`config.mk`:
```
export PLATFORM = sky130hd
export DESIGN_NAME = bta_gen
export DESIGN_NICKNAME = d
export VERILOG_FILES = /design/src/rtl/bta_pkg.sv /design/src/rtl/bta_page_unit.sv /design/src/rtl/bta_offset_adder.sv /design/src/rtl/bta_select.sv /design/src/rtl/bta_gen.sv
export SDC_FILE = /design/constraint.sdc
export NUM_CORES = 1
export LEC_CHECK = 0
export BUFFER_PORTS_ARGS = -buffer_cell sky130_fd_sc_hd__buf_2
export CORE_MARGIN = 1.5
export CORE_UTILIZATION = 27
export DETAILED_ROUTE_END_ITERATION = 8
export GPL_TIMING_DRIVEN = 0
export PLACE_DENSITY = 0.55
export SLEW_MARGIN = 20
export SYNTH_ARGS = -nofsm -noshare
export SYNTH_HDL_FRONTEND = slang
export SYNTH_SLANG_ARGS = --single-unit
```
`constraint.sdc`:
```
create_clock -name clk -period 2.5 [get_ports clk]
set_input_delay 0.125 -clock clk [delete_from_list [all_inputs] [get_ports clk]]
set_output_delay 0.125 -clock clk [all_outputs]
set_load 0.005 [all_outputs]
```
`src/rtl/bta_pkg.sv`:
```
package bta_pkg;

    localparam int ADDR_W = 16;
    localparam int PAGE_W = 11;
    localparam int DISP_W = 8;
    localparam int IDX_W  = 8;
    localparam int CLS_W  = 3;

    typedef enum logic [CLS_W-1:0] {
        XF_PAGE  = 3'd0,
        XF_LONG  = 3'd1,
        XF_REL   = 3'd2,
        XF_CREL  = 3'd3,
        XF_INDEX = 3'd4
    } xfer_cls_e;

    // One-hot source choice produced by the class decoder.
    typedef struct packed {
        logic use_page;
        logic use_long;
        logic use_rel;
        logic use_index;
        logic use_seq;
    } src_sel_t;

    typedef struct packed {
        src_sel_t sel;
        logic     taken;
    } xfer_dec_t;

    function automatic xfer_dec_t decode_cls(input logic [CLS_W-1:0] cls,
                                             input logic cond);
        xfer_dec_t d;
        d = '0;
        case (cls)
            XF_PAGE:  begin d.sel.use_page  = 1'b1; d.taken = 1'b1; end
            XF_LONG:  begin d.sel.use_long  = 1'b1; d.taken = 1'b1; end
            XF_REL:   begin d.sel.use_rel   = 1'b1; d.taken = 1'b1; end
            XF_CREL:  begin
                d.sel.use_rel = cond;
                d.sel.use_seq = ~cond;
                d.taken       = cond;
            end
            XF_INDEX: begin d.sel.use_index = 1'b1; d.taken = 1'b1; end
            default:  begin d.sel.use_seq   = 1'b1; d.taken = 1'b0; end
        endcase
        return d;
    endfunction

endpackage

```
`src/rtl/bta_page_unit.sv`:
```
module bta_page_unit #(
    parameter int ADDR_W = 16,
    parameter int PAGE_W = 11
) (
    input  logic [ADDR_W-1:0] pc_next,
    input  logic [PAGE_W-1:0] page_field,
    output logic [ADDR_W-1:0] page_addr
);
    localparam int HI_W = ADDR_W - PAGE_W;

    generate
        if (HI_W > 0) begin : g_split
            assign page_addr = {pc_next[ADDR_W-1:PAGE_W], page_field};
        end else begin : g_full
            assign page_addr = page_field[ADDR_W-1:0];
        end
    endgenerate
endmodule

```
`src/rtl/bta_offset_adder.sv`:
```
module bta_offset_adder #(
    parameter int ADDR_W = 16,
    parameter int OFF_W  = 8,
    parameter bit SIGNED = 1'b1
) (
    input  logic [ADDR_W-1:0] base,
    input  logic [OFF_W-1:0]  offset,
    output logic [ADDR_W-1:0] sum
);
    localparam int EXT_W = ADDR_W - OFF_W;

    logic [ADDR_W-1:0] ext_off;

    generate
        if (SIGNED) begin : g_sext
            assign ext_off = {{EXT_W{offset[OFF_W-1]}}, offset};
        end else begin : g_zext
            assign ext_off = {{EXT_W{1'b0}}, offset};
        end
    endgenerate

    // Carry out is dropped: arithmetic wraps modulo 2^ADDR_W.
    assign sum = base + ext_off;
endmodule

```
`src/rtl/bta_select.sv`:
```
module bta_select
    import bta_pkg::*;
#(
    parameter int ADDR_W = 16
) (
    input  src_sel_t          sel,
    input  logic [ADDR_W-1:0] page_addr,
    input  logic [ADDR_W-1:0] long_addr,
    input  logic [ADDR_W-1:0] rel_addr,
    input  logic [ADDR_W-1:0] idx_addr,
    input  logic [ADDR_W-1:0] seq_addr,
    output logic [ADDR_W-1:0] chosen
);
    // AND-OR mux: the decoder guarantees a one-hot select.
    always_comb begin
        chosen = ({ADDR_W{sel.use_page}}  & page_addr)
               | ({ADDR_W{sel.use_long}}  & long_addr)
               | ({ADDR_W{sel.use_rel}}   & rel_addr)
               | ({ADDR_W{sel.use_index}} & idx_addr)
               | ({ADDR_W{sel.use_seq}}   & seq_addr);
    end
endmodule

```
`src/rtl/bta_gen.sv`:
```
module bta_gen
    import bta_pkg::*;
#(
    parameter int A_W = bta_pkg::ADDR_W,
    parameter int P_W = bta_pkg::PAGE_W,
    parameter int D_W = bta_pkg::DISP_W,
    parameter int X_W = bta_pkg::IDX_W
) (
    input  logic             clk,
    input  logic             rst,
    input  logic             valid_i,
    input  logic [2:0]       cls_i,
    input  logic             cond_i,
    input  logic [A_W-1:0]   pc_next_i,
    input  logic [P_W-1:0]   page_i,
    input  logic [A_W-1:0]   long_i,
    input  logic [D_W-1:0]   disp_i,
    input  logic [X_W-1:0]   acc_i,
    input  logic [A_W-1:0]   dptr_i,
    output logic [A_W-1:0]   target_o,
    output logic             taken_o
);
    xfer_dec_t      dec;
    logic [A_W-1:0] page_addr;
    logic [A_W-1:0] rel_addr;
    logic [A_W-1:0] idx_addr;
    logic [A_W-1:0] chosen;

    assign dec = decode_cls(cls_i, cond_i);

    bta_page_unit #(.ADDR_W(A_W), .PAGE_W(P_W)) u_page (
        .pc_next    (pc_next_i),
        .page_field (page_i),
        .page_addr  (page_addr)
    );

    bta_offset_adder #(.ADDR_W(A_W), .OFF_W(D_W), .SIGNED(1'b1)) u_rel (
        .base   (pc_next_i),
        .offset (disp_i),
        .sum    (rel_addr)
    );

    bta_offset_adder #(.ADDR_W(A_W), .OFF_W(X_W), .SIGNED(1'b0)) u_idx (
        .base   (dptr_i),
        .offset (acc_i),
        .sum    (idx_addr)
    );

    bta_select #(.ADDR_W(A_W)) u_sel (
        .sel       (dec.sel),
        .page_addr (page_addr),
        .long_addr (long_i),
        .rel_addr  (rel_addr),
        .idx_addr  (idx_addr),
        .seq_addr  (pc_next_i),
        .chosen    (chosen)
    );

    always_ff @(posedge clk) begin
        if (rst) begin
            target_o <= '0;
            taken_o  <= 1'b0;
        end else if (valid_i) begin
            target_o <= chosen;
            taken_o  <= dec.taken;
        end
    end
endmodule

```
==> results.md <==
* Worst setup SP type: primary input
* Layout cell share with drive strength beyond 1 at 28.5%
* Nets at 532
* Max Root-Sink Buffers at 2
* Area leader, netlist: dfxtp_1
* Switching Share at 39.4%
* Routed wire per std cell at 16.0 um
* Htree depth at 1
* Ports at 99
* Area growth, synth to finish at 26.7%
* Max incr delay on CP at 0.40 ns
* Power density cells at 348 nW/um2
* Maximum clock rate at 0.509 GHz
* Clock Skews at 0 ns
* Number of distinct library cells after synthesis at 57
* P_int at 662 uW
* # DRC at 5
* GPL Wtd Cong at 0.855
* Failing checks: design-rule violations
* TritonCTS clock tree: built
* Most used DFF post-synth: dfxtp_1
* Vias in the first global route at 2,762
* Final non-filler cell total at 532
* Vias per inst at 5.32
* DRT Pass-1 Iters at 7
* Maxcap violations at 0
* Clk pwr share at 20.1%
* Core Box Area at 8810 um2
* WS Path Type: primary input to flop
* TritonCTS Buffers at 3
* Mapped Cells at 324
* Placed cell count at 528
* Mapped cell area at 2480 um2
* Final wirelength at 8490 um
* Fin. max-slew vios at 0
* Status: finished with violations
* Hold_buf cts at 0
* Die footprint at 9750 um2
* Die width at 98.8 um
* Worst Path Arrival at 2.09 ns
* DR iter-0 viols at 121
* Commonest non-fill, non-tap cells in the layout: buf_2, nor2_1, a21oi_1, ha_1
* Rows at 34
* Tcrit/Tclk final at 78.5%
* Post-DRT Antenna Nets at 0
* Gr ovfl total at 0
* Worst-Skew Late Latency at 0.26 ns
* Post-synthesis sequential area ratio at 13.7%
* Post-synth top area share at 13.7%
* Port-buffer cells at 96
* Post-CTS Setup Bufs at 0
* Routed vias at 2,832
* Pin slew with the least headroom to its limit at 0.508 ns
* Initial core utilization at 28.1%
* Root buffer cell: clkbuf_8
* Max VDD drop at 0.177 mV
* DP HPWL at 7170 um
* CP max FO at 7
* Crit-path cells: buf_2, ha_1, inv_1, fa_1, and2b_1, o2111ai_2, a31oi_4, xor2_1, a221oi_1, a211oi_1
* Hold Path Class: primary input to flop
* Leading cell type in the layout, fill and taps excluded: buf_2
* Post-Synthesis Net Count at 431
* Largest cells by area after synthesis: dfxtp_1, ha_1, mux2i_1
* Yosys warns at 0
* Endpoints failing hold at 0
* Synthesized flop and latch total at 17
* Combinational share of power at 51.5%
* NetSw at 431 uW
* Die Y at 98.8 um
* Setup TNS at 0 ns
* First-pass GRT wire length at 13,800 um
* Avg Cell Area, Syn at 7.64 um2
* Max transition margin at 65.9%
* FILL cells at 956
* Critical path required time at 2.62 ns
* Largest net degree at the start of global routing at 11
* Slowest library cell on the worst path: fa_1
* Overall routing resource usage at 17.6%
* Final min period at 1.96 ns
* Diode count at 0
* Initial antenna violation count at 0
* Post-CTS resize count at 0
* Setup crit end kind: flop
* Pleak at 1.48 nW
* Asr flop ratio synth at 0%
* Sequential share of power at 28.4%
* Setup violators final at 0
* RSZ-0062 raised after global routing: no
* Num Clock Sinks at 17
* Number of synthesized flops with an enable pin at 0
* Clock-pin transition on the worst setup and hold timing paths at 0.08 ns
==> registers in the layout, indices dropped and copies added, names as in the netlist <==
register and cells:
taken_o 1, target_o 16
==> power groups by stage <==
stage / clock [mW] / combinational [mW] / sequential (mW)
2_1_floorplan: 0 / 0.363 / 0.315
3_3_place_gp: 0 / 0.554 / 0.318
3_5_place_dp: 0 / 0.560 / 0.317
4_1_cts: 0.222 / 0.564 / 0.311
5_1_grt: 0.236 / 0.629 / 0.313
6_report: 0.220 / 0.562 / 0.310
==> layout make-up <==
type                       instances  area [um2]  share of cell area, %
timing repair buffer              96         480                   15.3
clock buffer                       4        45.0                   1.44
tap                              108         135                   4.31
sequential                        17         340                   10.8
buffer                            13        75.1                   2.39
inverter                          13        48.8                   1.56
multi-input combinational        281        2010                   64.1
==> per-layer routing <==
layer,global-route usage [%],share of wire (%),up-vias
met1,23.1,45,1298
met5,0,0,-
met3,1.91,5.9,14
met4,6.37,2.8,0
met2,29.8,47,93
li1,-,-,1427
==> cells in the mapped netlist, types with 3 or more instances <==
master and count:
o21a_1 8, o21ai_0 19, nand3b_1 3, a221o_1 4
a21oi_1 23, xnor2_1 13, a31oi_1 4, a21o_1 8
a211oi_1 13, and3_1 6, nand2b_1 4, a221oi_1 7
nor3_1 7, nor2_1 30, dfxtp_1 17, or3_1 3
and2_1 7, a211o_1 3, ha_1 23, nand4_1 3
mux2i_1 12, nand3_1 9, o2111ai_1 3, o21ai_1 10
o211ai_2 3, clkbuf_1 4, buf_2 6, o21bai_1 3
o211ai_1 3, nand2_1 19, inv_1 13
==> logic make-up after synthesis <==
group                    count (synthesis)  synth area share [%]
multiplexers                            12                  4.85
AO/OA/AOI/OAI                          126                  36.6
adder cells (fa/ha/maj)                 25                  13.2
AND/OR/NAND/NOR                        103                  21.2
buffers and inverters                   26                  5.00
flip-flops                              17                  13.7
XOR/XNOR                                15                  5.31
==> path summary, 6_finish.rpt <==
check         startpoint  depth (start not counted)  slack [ns]          end
min             cls_i[1]                          3        0.17  target_o[2]
max             acc_i[0]                         10        0.54  target_o[8]
max reg2reg  target_o[9]                          4        1.44  target_o[9]
min reg2reg  target_o[3]                          2        0.48  target_o[3]
==> metrics by stage <==
| stage | power (mW) | cell area, um2 | util, % | setup slack [ns] | hold slack, ns |
|---|---|---|---|---|---|
| after CTS | 1.10 | 3140 | 35.6 | 0.515 | 0.176 |
| after global routing | 1.18 | 3140 | 35.6 | 0.335 | 0.199 |
| after floorplan | 0.679 | 2480 | - | 0.641 | 0.304 |
| after detailed placement | 0.877 | 3090 | 35.1 | 0.247 | 0.453 |
| final | 1.09 | 3140 | 35.6 | 0.537 | 0.175 |
| after global placement | 0.871 | 3090 | 35.1 | 0.339 | 0.448 |
==> worst max-delay path, delay by kind of cell <==
| kind | cells | cell delay [ns] |
|---|---|---|
| AOI/OAI and AO/OA | 4 | 0.84 |
| adders and majority gates | 2 | 0.58 |
| and+or+nand+nor | 1 | 0.25 |
| buffers and inverters | 2 | 0.14 |
| xor gates and xnor gates | 1 | 0.14 |
(Power assumes the default switching activity.)
